## src/rtl/coinc_trig_pkg.sv

```systemverilog
package coinc_trig_pkg;
   localparam logic [7:0] ADDR_MASK_A  = 8'h04;
   localparam logic [7:0] ADDR_MASK_B  = 8'h14;
   localparam logic [7:0] ADDR_MASK_C  = 8'h24;
   localparam logic [7:0] ADDR_DLY_LO  = 8'h50;
   localparam logic [7:0] ADDR_DLY_HI  = 8'h51;
   localparam logic [7:0] ADDR_HOLD_LO = 8'h60;
   localparam logic [7:0] ADDR_HOLD_HI = 8'h61;
   localparam logic [7:0] ADDR_MODE    = 8'h80;
   localparam logic [7:0] ADDR_INT_EN  = 8'h82;
   localparam logic [7:0] ADDR_EXT_DIS = 8'h83;

   localparam int N_PAIRS = 3;
   localparam int N_LINES = 2 * N_PAIRS;
   localparam int CNT_W   = 16;

   localparam logic [7:0] MODE_ANY = 8'd0;
   localparam logic [7:0] MODE_AB  = 8'd1;
   localparam logic [7:0] MODE_AC  = 8'd2;
   localparam logic [7:0] MODE_BC  = 8'd3;
   localparam logic [7:0] MODE_ABC = 8'd4;

   typedef enum logic {ST_IDLE, ST_WAIT} seq_state_t;

   typedef struct packed {
      logic [N_LINES-1:0] mask;
      logic [7:0]         mode;
      logic               int_en;
      logic               ext_dis;
      logic [CNT_W-1:0]   delay;
      logic [CNT_W-1:0]   hold;
   } cfg_t;
endpackage

```

## src/rtl/coinc_cfg_regs.sv

```systemverilog
module coinc_cfg_regs
   import coinc_trig_pkg::*;
(
   input  logic       clk,
   input  logic       rst_n,
   input  logic       wr_en,
   input  logic [7:0] wr_addr,
   input  logic [7:0] wr_data,
   output cfg_t       cfg
);
   always_ff @(posedge clk or negedge rst_n) begin
      if (!rst_n) begin
         cfg <= '0;
      end else if (wr_en) begin
         case (wr_addr)
            ADDR_MASK_A:  cfg.mask[1:0]   <= wr_data[1:0];
            ADDR_MASK_B:  cfg.mask[3:2]   <= wr_data[1:0];
            ADDR_MASK_C:  cfg.mask[5:4]   <= wr_data[1:0];
            ADDR_DLY_LO:  cfg.delay[7:0]  <= wr_data;
            ADDR_DLY_HI:  cfg.delay[15:8] <= wr_data;
            ADDR_HOLD_LO: cfg.hold[7:0]   <= wr_data;
            ADDR_HOLD_HI: cfg.hold[15:8]  <= wr_data;
            ADDR_MODE:    cfg.mode        <= wr_data;
            ADDR_INT_EN:  cfg.int_en      <= wr_data[0];
            ADDR_EXT_DIS: cfg.ext_dis     <= wr_data[0];
            default: ;
         endcase
      end
   end
endmodule

```

## src/rtl/coinc_sync.sv

```systemverilog
module coinc_sync #(
   parameter int W      = 1,
   parameter int STAGES = 2
) (
   input  logic         clk,
   input  logic         rst_n,
   input  logic [W-1:0] d,
   output logic [W-1:0] q
);
   logic [W-1:0] stg [STAGES];

   generate
      if (STAGES < 2) begin : g_bad_stages
         $error("coinc_sync: STAGES must be at least 2");
      end
      for (genvar i = 0; i < STAGES; i++) begin : g_stage
         if (i == 0) begin : g_first
            always_ff @(posedge clk or negedge rst_n)
               if (!rst_n) stg[i] <= '0;
               else        stg[i] <= d;
         end else begin : g_next
            always_ff @(posedge clk or negedge rst_n)
               if (!rst_n) stg[i] <= '0;
               else        stg[i] <= stg[i-1];
         end
      end
   endgenerate

   assign q = stg[STAGES-1];
endmodule

```

## src/rtl/coinc_combine.sv

```systemverilog
module coinc_combine
   import coinc_trig_pkg::*;
(
   input  logic [N_LINES-1:0] lvl,
   input  logic [N_LINES-1:0] mask,
   input  logic [7:0]         mode,
   output logic               hit
);
   logic [N_PAIRS-1:0] pair_or;

   generate
      for (genvar p = 0; p < N_PAIRS; p++) begin : g_pair
         assign pair_or[p] = |(lvl[2*p +: 2] & ~mask[2*p +: 2]);
      end
   endgenerate

   always_comb begin
      case (mode)
         MODE_ANY: hit = |pair_or;
         MODE_AB:  hit = pair_or[0] & pair_or[1];
         MODE_AC:  hit = pair_or[0] & pair_or[2];
         MODE_BC:  hit = pair_or[1] & pair_or[2];
         MODE_ABC: hit = &pair_or;
         default:  hit = 1'b0;
      endcase
   end
endmodule

```

## src/rtl/coinc_seq.sv

```systemverilog
module coinc_seq
   import coinc_trig_pkg::*;
#(
   parameter int TICK_DIV = 1,
   parameter int DROP_W   = 16
) (
   input  logic              clk,
   input  logic              rst_n,
   input  logic              req,
   input  logic [CNT_W-1:0]  delay,
   input  logic [CNT_W-1:0]  hold,
   output logic              trig_out,
   output logic [DROP_W-1:0] drop_count,
   output logic [CNT_W-1:0]  hold_cnt,
   output logic              waiting
);
   localparam int PS_W = (TICK_DIV > 1) ? $clog2(TICK_DIV) : 1;

   logic             tick;
   seq_state_t       state;
   logic [CNT_W-1:0] dly_cnt;
   logic             busy, accept, fire;

   generate
      if (TICK_DIV < 1) begin : g_bad_div
         $error("coinc_seq: TICK_DIV must be at least 1");
      end
      if (TICK_DIV == 1) begin : g_tick_every
         assign tick = 1'b1;
      end else begin : g_tick_div
         logic [PS_W-1:0] ps_cnt;
         always_ff @(posedge clk or negedge rst_n)
            if (!rst_n)                           ps_cnt <= '0;
            else if (ps_cnt == PS_W'(TICK_DIV-1)) ps_cnt <= '0;
            else                                  ps_cnt <= ps_cnt + PS_W'(1);
         assign tick = (ps_cnt == PS_W'(TICK_DIV-1));
      end
   endgenerate

   assign busy    = (state != ST_IDLE) || (hold_cnt != '0) || trig_out;
   assign accept  = req && !busy;
   assign fire    = (accept && (delay == '0)) ||
                    ((state == ST_WAIT) && tick && (dly_cnt == CNT_W'(1)));
   assign waiting = (state == ST_WAIT);

   always_ff @(posedge clk or negedge rst_n) begin
      if (!rst_n) begin
         state      <= ST_IDLE;
         dly_cnt    <= '0;
         hold_cnt   <= '0;
         trig_out   <= 1'b0;
         drop_count <= '0;
      end else begin
         trig_out <= fire;
         if (req && busy && (drop_count != '1))
            drop_count <= drop_count + DROP_W'(1);
         if (accept && (delay != '0)) begin
            state   <= ST_WAIT;
            dly_cnt <= delay;
         end else if ((state == ST_WAIT) && tick) begin
            if (dly_cnt == CNT_W'(1)) state <= ST_IDLE;
            dly_cnt <= dly_cnt - CNT_W'(1);
         end
         if (fire)                          hold_cnt <= hold;
         else if (tick && (hold_cnt != '0)) hold_cnt <= hold_cnt - CNT_W'(1);
      end
   end
endmodule

```

## src/rtl/coinc_trig_unit.sv

```systemverilog
module coinc_trig_unit
   import coinc_trig_pkg::*;
#(
   parameter int TICK_DIV    = 1,
   parameter int SYNC_STAGES = 2,
   parameter int DROP_W      = 16
) (
   input  logic              clk,
   input  logic              rst_n,
   input  logic              wr_en,
   input  logic [7:0]        wr_addr,
   input  logic [7:0]        wr_data,
   input  logic [5:0]        fast_or_in,
   input  logic              ext_trig_in,
   output logic              trig_out,
   output logic [DROP_W-1:0] drop_count
);
   cfg_t               cfg;
   logic [N_LINES-1:0] lines_s;
   logic               ext_s, ext_q, hit, hit_q, req;
   logic [CNT_W-1:0]   hold_cnt;
   logic               waiting;

   generate
      if (DROP_W < 1) begin : g_bad_drop
         $error("coinc_trig_unit: DROP_W must be at least 1");
      end
   endgenerate

   coinc_cfg_regs i_regs (
      .clk(clk), .rst_n(rst_n), .wr_en(wr_en),
      .wr_addr(wr_addr), .wr_data(wr_data), .cfg(cfg)
   );

   coinc_sync #(.W(N_LINES + 1), .STAGES(SYNC_STAGES)) i_sync (
      .clk(clk), .rst_n(rst_n),
      .d({ext_trig_in, fast_or_in}), .q({ext_s, lines_s})
   );

   coinc_combine i_comb (
      .lvl(lines_s), .mask(cfg.mask), .mode(cfg.mode), .hit(hit)
   );

   always_ff @(posedge clk or negedge rst_n) begin
      if (!rst_n) begin
         hit_q <= 1'b0;
         ext_q <= 1'b0;
      end else begin
         hit_q <= hit;
         ext_q <= ext_s;
      end
   end

   assign req = (hit && !hit_q && cfg.int_en) || (ext_s && !ext_q && !cfg.ext_dis);

   coinc_seq #(.TICK_DIV(TICK_DIV), .DROP_W(DROP_W)) i_seq (
      .clk(clk), .rst_n(rst_n), .req(req),
      .delay(cfg.delay), .hold(cfg.hold),
      .trig_out(trig_out), .drop_count(drop_count),
      .hold_cnt(hold_cnt), .waiting(waiting)
   );
endmodule

```

## config.mk

```make
export PLATFORM = sky130hd
export DESIGN_NAME = coinc_trig_unit
export DESIGN_NICKNAME = d
export VERILOG_FILES = /design/src/rtl/coinc_trig_pkg.sv /design/src/rtl/coinc_cfg_regs.sv /design/src/rtl/coinc_sync.sv /design/src/rtl/coinc_combine.sv /design/src/rtl/coinc_seq.sv /design/src/rtl/coinc_trig_unit.sv
export SDC_FILE = /design/constraint.sdc
export NUM_CORES = 1
export LEC_CHECK = 0
export BUFFER_PORTS_ARGS = -buffer_cell sky130_fd_sc_hd__buf_4
export CAP_MARGIN = 20
export CORE_ASPECT_RATIO = 1.5
export CORE_UTILIZATION = 55
export CTS_CLUSTER_DIAMETER = 40
export DETAILED_ROUTE_END_ITERATION = 10
export HOLD_SLACK_MARGIN = 0.03
export PLACE_DENSITY = 0.74
export SLEW_MARGIN = 15
export SYNTH_ARGS = -nofsm -noshare
export SYNTH_HDL_FRONTEND = slang
export SYNTH_SLANG_ARGS = --single-unit
```

## constraint.sdc

```tcl
create_clock -name clk -period 7.15 [get_ports clk]
set_clock_uncertainty 0.1 [all_clocks]
set_input_delay 0.3575 -clock clk [delete_from_list [all_inputs] [get_ports clk]]
set_output_delay 0.3575 -clock clk [all_outputs]
set_load 0.05 [all_outputs]
```

* After elaboration in Yosys (flattened, before gate mapping)
Index checks and enable logic that the tools add are counted.
Storage, ports and cells: flip-flop bits (word level) 114, word-level logic and storage cells 94
Operators by class: $add $sub $neg 3, equality and inequality tests 16, muxes and demuxes 8, bitwise operators 9, reduce and logical (&&, ||, !) cells 39
Operators by type and width (count):
- two-way mux 16 bit | 4
- equality test 8 x 7 -> 1 bit, second input constant | 4
- nonzero test 16 bit | 2
- subtractor 16 x 1 -> 16 bit, second input constant | 2
- equality test 8 bit, second input constant | 3
- AND reduction 2 bit | 10
- adder 16 x 1 -> 16 bit, second input constant | 1
- equality test 16 x 1 -> 1 bit, second input constant | 1
- equality test 8 x 2 -> 1 bit, second input constant | 2
- equality test 8 x 3 -> 1 bit, second input constant | 2
- zero test 16 bit | 1
- inequality test 16 bit, second input constant | 1
- logical AND 1 bit | 10
- equality test 8 x 1 -> 1 bit, second input constant | 1
- equality test 8 x 5 -> 1 bit, second input constant | 1
- equality test 8 x 6 -> 1 bit, second input constant | 1
- zero test 8 bit | 1
- AND 2 bit | 3
- inverter 2 bit | 3
- OR reduction 2 bit | 3
- OR reduction 6 bit | 1
- one-hot mux 1 bit (5 select lines) | 1
- zero test 1 bit | 4
- logical OR 1 bit | 4
- other kinds (4) | 9

* Longest topological paths before layout
Gate-level depths: netlist of run 1.
word-level depth 12, mapped depth 12, mapped depth without buffers 9

* Cells and area by module
Synthesis of run 1 repeated with hierarchy kept, for this count alone.
Second synthesis, totals: cells, all modules 464, area, all modules 5431.5 µm²
Modules (own cells, without submodules):
- coinc_seq | times used 1, cells each 298, area an instance 2881.5 µm²
- coinc_cfg_regs | times used 1, cells each 118, area an instance 1934.4 µm²
- coinc_sync | times used 1, cells each 21, area an instance 402.9 µm²
- coinc_combine | times used 1, cells each 22, area an instance 146.4 µm²
- coinc_trig_unit | times used 1, cells each 5, area an instance 66.3 µm²

* Worst setup path after synthesis of run 1
Ideal clock, no wire load.
path kind register to register, start point reg i_seq.hold_cnt[0], end point reg i_seq.dly_cnt[1], data arrival time 2876 ps, setup slack 4048 ps, cell stages (with the launch flop) 12, cell sequence dfrtp_1 inv_1 ha_1 or4b_1 buf_2 or3_1 buf_2 or3_1 a211o_1 and2_1 clkbuf_2 a221o_1
Between the ends: cells in the longest elaborated chain, start to end 7
Ends and longest elaborated chain:
- from (decl) | RTL line coinc_seq.sv:14 | output logic [CNT_W-1:0] hold_cnt,
- from (signal assigned) | RTL line coinc_seq.sv:64 | if (fire) hold_cnt <= hold;
- from (signal assigned) | RTL line coinc_seq.sv:65 | else if (tick && (hold_cnt != '0)) hold_cnt <= hold_cnt - CNT_W'(1);
- nonzero test 16 bit (*) | RTL line coinc_seq.sv:40 | assign busy = (state != ST_IDLE) || (hold_cnt != '0) || trig_out;
- logical OR 1 bit (*) (2 in series) | RTL line coinc_seq.sv:40
- zero test 1 bit (*) | RTL line coinc_seq.sv:41 | assign accept = req && !busy;
- logical AND 1 bit (*) | RTL line coinc_seq.sv:41
- logical AND 1 bit (*) | RTL line coinc_seq.sv:57 | if (accept && (delay != '0)) begin
- two-way mux 16 bit or nonzero test 2 bit (tied branches)
- to (signal assigned) | RTL line coinc_seq.sv:59 | dly_cnt <= delay;
- to (signal assigned) | RTL line coinc_seq.sv:62 | dly_cnt <= dly_cnt - CNT_W'(1);
- to (decl) | RTL line coinc_seq.sv:21 | logic [CNT_W-1:0] dly_cnt;
Mark *: on every way between the ends. The rest lies on a longest branch, timed or not. A chain may end at the register's enable or synchronous reset.

* Worst setup path after layout of run 1
Ends and elaborated chain as after synthesis.

==> results.sh, run 1 <==
export IMPL_overflow=0
export IMPL_dieWidth_um=81.3
export IMPL_cts_tree="built"
export IMPL_num_rows=43
export IMPL_critPathMaxStageDelay_ns=0.56
export IMPL_drv_slew=0
export IMPL_crit_family="simple AND/OR/NAND/NOR gates"
export IMPL_clk_latency_ns=0.42
export IMPL_cts_sinks=114
export IMPL_yosysMostFrequentCell="dfrtp_1"
export IMPL_crit_type="reg2reg"
export IMPL_nNetsFinal=548
export IMPL_worstPathRequired_ns=7.34
export IMPL_leakagePower_nw=2.97
export IMPL_io_pins=43
export IMPL_finalHoldViolCount=0
export IMPL_final_setup_viol_count=0
export IMPL_dpl_cell_area_sq_um=5620
export IMPL_final_area_sq_um=6300
export IMPL_final_util_pct=68.5
export IMPL_grt_start_max_net_pins=87
export IMPL_layout_drive_gt1_share_pct=25.0
export IMPL_clkSlewWorstSetupHoldPaths_ns=0.06
export IMPL_core_area_sq_um=9200
export IMPL_crit_buf_inv=1
export IMPL_worst_hold_slack_ns=0.135
export IMPL_synth_seq_area_share_pct=55.0
export IMPL_worstPathMaxFanout=21
export IMPL_synthFlopType="dfrtp_1"
export IMPL_htree_levels=4
export IMPL_nFillCells=661
export IMPL_vias=3707
export IMPL_maxCapViolations=0
export IMPL_numCtsBuffers=17
export IMPL_seqCellArea_sq_um=2850
export IMPL_worst_path_most_repeated_cell="or3_1"
export IMPL_syn_to_final_growth_pct=21.5
export IMPL_antenna_left=0
export IMPL_critical_path_cell_chain="inv_1 -> ha_1 -> or4b_1 -> or3_1 -> or3_1 -> a211o_1 -> and2_1 -> a221o_1"
export IMPL_cts_setup_buffers=0
export IMPL_die_y_um=121
export IMPL_relSlewSlack_pct=40.0
export IMPL_post_route_period_util_pct=50.2
export IMPL_grt_pass1_vias=3809
export IMPL_synth_edf_count=0
export IMPL_ys_seq_elements=114
export IMPL_run_status="complete, no violations"
export IMPL_fmax_mhz=278
export IMPL_async_flop_share_pct=100
export IMPL_yosys_top_cells_count="114 x dfrtp_1, 51 x mux2_2, 37 x nor2_1"
export IMPL_grt_first_pass_wirelength_um=18000
export IMPL_wl_per_cell_um=17.1
export IMPL_gp_congestion=0.854
export IMPL_grt_util_all_layers_pct=24.9
export IMPL_min_path_cells=2
export IMPL_cp_data_arrival_time_ns=3.79
export IMPL_reg2regPathDepth=8
export IMPL_clockRootBuffer="clkbuf_16"
export IMPL_synth_cell_types=53
export IMPL_clock_path_buffers=2
export IMPL_cp_start_kind="flip-flop"
export IMPL_start_util_pct=56.4
export IMPL_ys_warn_count=0
export IMPL_dr_pass1_iters=4
export IMPL_crit_cells=8
export IMPL_ir_drop_v=0.000240
export IMPL_port_buffers=42
export IMPL_power_per_cell_area_nw_per_um2=340
export IMPL_synthCells=456
export IMPL_yosys_top_cells_area="dfrtp_1 55%, mux2_2 11%, xnor2_1 4.2%, nor2_1 2.7%, nand2_1 2.6%"
export IMPL_min_path_type="in2reg"
export IMPL_slowest_stage="or4b_1"
export IMPL_cts_resized=0
export IMPL_post_route_drc_count=0
export IMPL_min_period_ns=3.59
export IMPL_drt_total_wl_um=11000
export IMPL_yosys_area_top_type="dfrtp_1"
export IMPL_via_per_inst=5.77
export IMPL_dieArea_sq_um=9830
export IMPL_worst_slew_pin_slew_ns=0.888
export IMPL_synth_fp_nets=486
export IMPL_n_antenna_cell=0
export IMPL_rsz0062_at_grt="false"
export IMPL_antenna_found_initial=0
export IMPL_multi_input_area_sq_um=2230
export IMPL_tns_ns=0
export IMPL_synth_cell_area_sq_um=5190
export IMPL_end_kind="flip-flop"
export IMPL_dp_final_hpwl_um=7580
export IMPL_postSynthAreaPerCell_sq_um=11.4
export IMPL_drt_iter0_drc=223
export IMPL_synth_top_area_share_pct=55.0
export IMPL_fin_total_pwr_mw=2.14
[stage by stage]
step / std cells / setup WS [ns]
5_1_grt: 643 / 3.38
3_5_place_dp: 603 / 3.61
2_1_floorplan: 456 / 4.05
4_1_cts: 643 / 3.57
6_report: 643 / 3.56
3_3_place_gp: 603 / 3.69
[final timing paths]
| path | start | end | slack (ns) |
|---|---|---|---|
| worst max-delay path | i_seq.hold_cnt[0]$_DFFE_PN0P_ | i_seq.dly_cnt[1]$_DFFE_PN0P_ | 3.56 |
| worst min-delay path | wr_data[3] | i_regs.cfg[11]$_DFFE_PN0P_ | 0.13 |
| worst max register to register | i_seq.hold_cnt[0]$_DFFE_PN0P_ | i_seq.dly_cnt[1]$_DFFE_PN0P_ | 3.56 |
| worst min register to register | i_sync.stg[8]$_DFF_PN0_ | i_sync.q[1]$_DFF_PN0_ | 0.25 |
| max in group asynchronous | rst_n | i_regs.cfg[30]$_DFFE_PN0P_ | 5.55 |
| min in group asynchronous | rst_n | i_seq.drop_count[2]$_DFFE_PN0P_ | 0.31 |
[sequential cells by signal, indices dropped and copies added, names as in the netlist]
signal and count:
ext_q 1, hit_q 1, i_regs.cfg 48, i_seq.dly_cnt 16
i_seq.drop_count 16, i_seq.hold_cnt 16, i_seq.trig_out 1, i_seq.waiting 1
i_sync.q 7, i_sync.stg 7
[cells by family (layout without fill, tap and decap cells)]
logic type	Yosys count	after routing	synth area share, %
buffers and inverters	26	101	1.98
adders and majority gates	4	4	0.965
DFF	114	114	55.0
xor gates and xnor gates	38	38	6.42
AOI/OAI and AO/OA	53	53	6.99
muxes	55	55	11.9
and+or+nand+nor	166	166	16.7
[layer usage]
layer / vias to the layer above / GRT usage (%) / wire [um]
met1: 1850 / 28.4 / 4500
met5: - / 0 / 0
met4: 0 / 9.49 / 151
met2: 89 / 43.0 / 5980
li1: 1753 / - / -
met3: 15 / 6.99 / 379
[repair_timing]
item,in CTS,in global routing
endpoints found under the setup margin,0,0
hold buffers,8,0
hold endpoints to repair,35,0
[final cells by class]
type                            count  area share (%)
Tap cell                          112            2.22
Timing Repair Buffer               52            6.57
Sequential cell                   114            45.3
Inverter                           17            1.01
Multi-Input combinational cell    316            35.4
Clock inverter                     15            2.76
Clock buffer                       17            6.75
[power breakdown]
group	internal [mW]	total (mW)	switching, mW
Clock	0.522	0.849	0.327
Sequential	0.757	0.868	0.112
Combinational	0.193	0.428	0.235
[layout by cell type, fill, tap and decap left out, types with 2 or more instances in the layout]
master	count
clkinvlp_4	2
nor2_1	37
and2_1	5
buf_4	43
xnor2_1	25
a21o_1	2
nand4_1	6
nor4_1	9
ha_1	4
or3_1	12
nand3_1	13
a21oi_1	11
nand2b_1	6
xor2_1	13
nor4b_1	3
o21ai_1	8
dlygate4sd3_1	8
nor3_1	11
nand2_1	36
clkbuf_16	17
dfrtp_1	114
and4b_1	2
mux2_1	3
mux2_2	51
o211ai_1	2
o22ai_1	3
o21ai_0	9
nor3b_1	2
and3_1	6
or2_2	2
inv_6	5
bufinv_16	2
nor2b_1	7
a221o_1	5
or4_1	4
inv_1	16
o221ai_1	2
clkinv_4	5
Power figures use the tool's default switching activity.
==> run 2: changes to the inputs <==
clock period = 3.5 ns   (was 7.15 ns; I/O delays follow)
==> results.sh, run 2 (synthesis gave the netlist of run 1 again) <==
export IMPL_clkSlewWorstSetupHoldPaths_ns=0.06
export IMPL_end_kind="flip-flop"
export IMPL_clock_path_buffers=2
export IMPL_numCtsBuffers=17
export IMPL_cts_resized=0
export IMPL_stdcell_count=652
export IMPL_gp_congestion=0.833
export IMPL_power_switching_mw=1.33
export IMPL_syn_to_final_growth_pct=23.9
export IMPL_grt_start_max_net_pins=115
export IMPL_dp_final_hpwl_um=7440
export IMPL_n_antenna_cell=0
export IMPL_comb_power_share_pct=19.7
export IMPL_tns_ns=0
export IMPL_fmax_mhz=313
export IMPL_dpl_worst_slack_ns=0.319
export IMPL_pwr_share_seq_pct=39.9
export IMPL_finalHoldViolCount=0
export IMPL_cp_start_kind="flip-flop"
export IMPL_layout_commonest_cell="dfrtp_1"
export IMPL_top_layer="met4"
export IMPL_ir_drop_v=0.000549
export IMPL_num_rows=43
export IMPL_worst_slew_pin_slew_ns=0.813
export IMPL_largest_register_ffs=48
export IMPL_min_to="i_regs.cfg[33]$_DFFE_PN0P_"
export IMPL_core_area_sq_um=9200
export IMPL_htree_levels=4
export IMPL_grt_pass1_vias=3781
export IMPL_cts_sinks=114
export IMPL_start_util_pct=56.4
export IMPL_io_pins=43
export IMPL_clockRootBuffer="clkbuf_16"
export IMPL_place_inst=604
export IMPL_run_status="complete, no violations"
export IMPL_antenna_left=0
export IMPL_drt_total_wl_um=10800
export IMPL_min_path_type="in2reg"
export IMPL_overflow=0
export IMPL_grt_util_all_layers_pct=24.6
export IMPL_dieWidth_um=81.3
export IMPL_r2r_start="i_seq.hold_cnt[0]$_DFFE_PN0P_"
export IMPL_post_route_drc_count=0
export IMPL_drt_iter0_drc=189
export IMPL_min_path_cells=3
export IMPL_rsz0062_at_grt="false"
export IMPL_cts_tree="built"
export IMPL_cts_setup_buffers=0
export IMPL_vias=3710
export IMPL_worstPathRequired_ns=3.69
export IMPL_min_period_ns=3.20
export IMPL_slowest_stage="or4b_1"
export IMPL_p_int_mw=3.11
export IMPL_via_per_inst=5.69
export IMPL_fin_ws_ns=0.304
export IMPL_drv_slew=0
export IMPL_antenna_found_initial=0
export IMPL_port_buffers=42
export IMPL_regMostFlops="i_regs.cfg"
export IMPL_dr_pass1_iters=4
export IMPL_dieArea_sq_um=9830
export IMPL_die_y_um=121
export IMPL_clk_latency_ns=0.41
export IMPL_regToRegSetupSlack_ns=0.30
export IMPL_wl_met2_um=5940
export IMPL_cp_data_arrival_time_ns=3.38
export IMPL_power_per_cell_area_nw_per_um2=691
export IMPL_wl_per_cell_um=16.5
export IMPL_post_route_period_util_pct=91.3
export IMPL_timing_rr_end="i_seq.dly_cnt[1]$_DFFE_PN0P_"
export IMPL_wl_met1_um=4410
export IMPL_hold_start="wr_addr[1]"
export IMPL_worst_path_most_repeated_cell="or3_1"
export IMPL_p_clk_share_pct=40.4
export IMPL_leakagePower_nw=3.02
export IMPL_critical_path_cell_chain="inv_1 -> ha_1 -> or4b_1 -> or3_1 -> or3_1 -> a211o_1 -> and2_1 -> a221o_1"
export IMPL_p_sw_share_pct=29.9
export IMPL_reg2regPathDepth=8
export IMPL_worstPathMaxFanout=7
export IMPL_grt_first_pass_wirelength_um=17900
export IMPL_final_cell_mix="114 x dfrtp_1, 51 x mux2_2, 44 x buf_4"
export IMPL_nNetsFinal=557
export IMPL_met3_wirelength_um=282
export IMPL_relSlewSlack_pct=45.1
export IMPL_layout_drive_gt1_share_pct=24.8
export IMPL_fin_total_pwr_mw=4.44
export IMPL_critPathMaxStageDelay_ns=0.55
export IMPL_final_setup_viol_count=0
export IMPL_hold_buffers=16
export IMPL_crit_type="reg2reg"
export IMPL_maxCapViolations=0
-- run 2: worst max path at each step --
stage	start	end	slack, ns	cells past startpoint
after CTS	i_seq.hold_cnt[0]$_DFFE_PN0P_	i_seq.dly_cnt[1]$_DFFE_PN0P_	0.31	8
after global placement	i_seq.hold_cnt[0]$_DFFE_PN0P_	i_seq.dly_cnt[7]$_DFFE_PN0P_	0.38	8
final	i_seq.hold_cnt[0]$_DFFE_PN0P_	i_seq.dly_cnt[1]$_DFFE_PN0P_	0.30	8
after global routing	i_seq.hold_cnt[0]$_DFFE_PN0P_	i_seq.dly_cnt[13]$_DFFE_PN0P_	0.14	8
after floorplan	i_seq.hold_cnt[0]$_DFFE_PN0P_	i_seq.dly_cnt[8]$_DFFE_PN0P_	0.40	11
after detailed placement	i_seq.hold_cnt[0]$_DFFE_PN0P_	i_seq.dly_cnt[7]$_DFFE_PN0P_	0.32	8
-- run 2: routing by layer --
metal	vias to the layer above	track usage, %
li1	1772	-
met1	1857	28.0
met2	71	43.5
met3	10	6.09
met4	0	8.59
met5	-	0
-- run 2: metrics by stage --
stage	hold slack, ns	utilization [%]	cell area, sq um
global route	0.0558	69.8	6430
floorplan	-0.221	-	5190
global placement	0.185	61.3	5640
finish	0.0480	69.8	6430
detailed placement	0.186	61.3	5640
CTS	0.0302	69.8	6430
-- run 2: cell type report --
cell class                      instances  area, sq um
Clock buffer                           19          453
Sequential cell                       114         2850
Clock inverter                         13          174
Tap cell                              112          140
Timing Repair Buffer                   61          510
Multi-Input combinational cell        316         2230
Fill cell                             659         2770
Inverter                               17         63.8
-- run 2: power by group through the flow --
stage                     Combinational, mW  Sequential [mW]  Clock (mW)
after global routing                  0.970             1.81        1.88
after detailed placement              0.852             1.79           0
after floorplan                       0.539             1.83           0
after CTS                             0.880             1.77        1.82
after global placement                0.835             1.77           0
final                                 0.873             1.77        1.79
-- run 2: critical path: cells and delay by family (launching register included) --
kind	cells	cell delay [ns]
simple gates	4	1.72
compound gates	2	0.61
flops	1	0.41
fa+ha+maj	1	0.17
buf+inv	1	0.07
==> run 3: changes to the inputs <==
SYNTH_HIERARCHICAL = 1   (was unset)
==> results.sh, run 3 <==
export IMPL_synth_seq_area_share_pct=52.5
export IMPL_gp_congestion=0.814
export IMPL_layout_drive_gt1_share_pct=27.5
export IMPL_final_setup_viol_count=0
export IMPL_timing_rr_end="i_seq/drop_count[13]$_DFFE_PN0P_"
export IMPL_ys_warn_count=6
export IMPL_r2r_start="i_regs/cfg[42]$_DFFE_PN0P_"
export IMPL_nNetsFinal=557
export IMPL_tns_ns=0
export IMPL_fin_ws_ns=0.413
export IMPL_post_route_period_util_pct=88.2
export IMPL_regMostFlops="i_regs/cfg"
export IMPL_relSlewSlack_pct=56.0
export IMPL_grt_start_max_net_pins=65
export IMPL_n_antenna_cell=0
export IMPL_reg2regPathDepth=11
export IMPL_dpl_worst_slack_ns=0.520
export IMPL_synth_cell_types=62
export IMPL_io_pins=43
export IMPL_yosys_top_cells_area="dfrtp_1 53%, mux2_2 10%, xnor2_1 4.4%, nand2_1 2.8%, nor2_1 1.8%"
export IMPL_layout_commonest_cell="dfrtp_1"
export IMPL_die_y_um=124
export IMPL_grt_pass1_vias=3998
export IMPL_worstPathRequired_ns=3.69
export IMPL_htree_levels=4
export IMPL_overflow=0
export IMPL_port_buffers=42
export IMPL_leakagePower_nw=3.08
export IMPL_ir_drop_v=0.000579
export IMPL_crit_type="reg2reg"
export IMPL_worstPathMaxFanout=4
export IMPL_via_per_inst=5.91
export IMPL_end_kind="flip-flop"
export IMPL_syn_to_final_growth_pct=22.4
export IMPL_ys_seq_elements=114
export IMPL_largest_register_ffs=48
export IMPL_min_period_ns=3.09
export IMPL_synth_cell_area_sq_um=5430
export IMPL_dr_pass1_iters=4
export IMPL_yosys_top_cells_count="114 x dfrtp_1, 49 x mux2_2, 41 x nand2_1"
export IMPL_core_area_sq_um=9630
export IMPL_maxCapViolations=0
export IMPL_dieWidth_um=83.1
export IMPL_rsz0062_at_grt="false"
export IMPL_grt_first_pass_wirelength_um=19700
export IMPL_cts_tree="built"
export IMPL_finalHoldViolCount=0
export IMPL_yosys_area_top_type="dfrtp_1"
export IMPL_antenna_found_initial=0
export IMPL_worst_slew_pin_slew_ns=0.660
export IMPL_start_util_pct=56.4
export IMPL_synth_fp_nets=495
export IMPL_min_path_type="in2reg"
export IMPL_regToRegSetupSlack_ns=0.41
export IMPL_num_rows=44
export IMPL_postSynthAreaPerCell_sq_um=11.7
export IMPL_synth_top_area_share_pct=52.5
export IMPL_vias=3868
export IMPL_grt_util_all_layers_pct=25.1
export IMPL_yosysMostFrequentCell="dfrtp_1"
export IMPL_cts_sinks=114
export IMPL_clockRootBuffer="clkbuf_16"
export IMPL_synth_edf_count=0
export IMPL_async_flop_share_pct=100
export IMPL_run_status="complete, no violations"
export IMPL_wl_per_cell_um=18.4
export IMPL_synthFlopType="dfrtp_1"
export IMPL_dieArea_sq_um=10300
export IMPL_drt_total_wl_um=12000
export IMPL_timing_critical_path_to="i_seq/drop_count[13]$_DFFE_PN0P_"
export IMPL_clk_latency_ns=0.40
export IMPL_numCtsBuffers=17
export IMPL_final_cell_mix="114 x dfrtp_1, 49 x mux2_2, 46 x buf_4"
export IMPL_drt_iter0_drc=286
export IMPL_drv_slew=0
export IMPL_dp_final_hpwl_um=7920
export IMPL_clkSlewWorstSetupHoldPaths_ns=0.05
export IMPL_clock_path_buffers=2
export IMPL_cts_setup_buffers=0
export IMPL_cp_data_arrival_time_ns=3.28
export IMPL_synthCells=464
export IMPL_fmax_mhz=324
export IMPL_post_route_drc_count=0
export IMPL_power_per_cell_area_nw_per_um2=748
export IMPL_cp_start_kind="flip-flop"
export IMPL_crit_start="i_regs/cfg[42]$_DFFE_PN0P_"
export IMPL_antenna_left=0
## run 3: changes by cell type after synthesis, sizes merged, moves of 6 or more
cell | before | now
buf | 4 | 17
nor2b | 7 | 1
a21oi | 11 | 18
nand2 | 36 | 42
inv | 17 | 11
or3 | 12 | 2
nand4 | 6 | 15
nor2 | 37 | 27
## run 3: layer usage
layer  track usage (%)  vias up  wire, um
met5                 0        -         0
met4              10.7        0       265
met3              5.50       16       410
met2              46.7      104      6660
li1                  -     1795         -
met1              27.5     1953      4710
## run 3: metrics by stage
| step | cell area [sq um] | std cells | total power, mW | hold WS (ns) | utilization (%) |
|---|---|---|---|---|---|
| 5_1_grt | 6650 | 654 | 5.19 | 0.0840 | 69.0 |
| 2_1_floorplan | 5430 | 464 | 2.59 | -0.221 | - |
| 4_1_cts | 6650 | 654 | 4.99 | 0.0616 | 69.0 |
| 3_3_place_gp | 5790 | 606 | 2.86 | 0.138 | 60.1 |
| 6_report | 6650 | 654 | 4.97 | 0.0755 | 69.0 |
| 3_5_place_dp | 5790 | 606 | 2.90 | 0.148 | 60.1 |
## run 3: worst min path at each step
stage                                   endpoint  depth (start not counted)  startpoint
finish                i_regs/cfg[32]$_DFFE_PN0P_                          3  wr_addr[1]
global route          i_regs/cfg[32]$_DFFE_PN0P_                          3  wr_addr[1]
CTS                   i_regs/cfg[32]$_DFFE_PN0P_                          3  wr_addr[1]
detailed placement    i_regs/cfg[25]$_DFFE_PN0P_                          1       rst_n
global placement    i_seq/dly_cnt[9]$_DFFE_PN0P_                          1       rst_n
floorplan                        ext_q$_DFF_PN0_                          0       rst_n
## run 3: layout make-up
cell class                      instances  area (sq um)
Multi-Input combinational cell        319          2390
Tap cell                              115           144
Timing Repair Buffer                   63           526
Clock inverter                         13           254
Clock buffer                           19           443
Sequential cell                       114          2850
Inverter                               11          41.3
Fill cell                             634          2990
## run 3: report_power, final
part | total (mW) | internal [mW] | switching, mW
Clock | 2.04 | 1.43 | 0.609
Combinational | 1.06 | 0.471 | 0.590
Sequential | 1.87 | 1.56 | 0.317
## run 3: what timing repair did
item	CTS	global route
hold endpoints to repair	95	0
endpoints found under the setup margin	0	0
gates resized for setup	0	0
hold buffers	16	0
## run 3: cell families after synthesis
logic type | count (synthesis) | synth area share, %
and+or+nand+nor | 171 | 19.1
DFF | 114 | 52.5
AOI/OAI and AO/OA | 55 | 7.26
xor gates and xnor gates | 37 | 5.97
buffers and inverters | 31 | 3.50
muxes | 51 | 10.6
adders and majority gates | 5 | 1.15
## run 3: critical path, stage by stage (launching register included)
cell and delay, ns:
dfrtp_1 0.36, nand2b_1 0.19, a21oi_1 0.21, o211ai_1 0.15, a221oi_2 0.34, nand2_1 0.11, o2bb2ai_1 0.19, inv_1 0.10
or4b_1 0.55, a221oi_2 0.37, nand3_1 0.16, xnor2_1 0.14
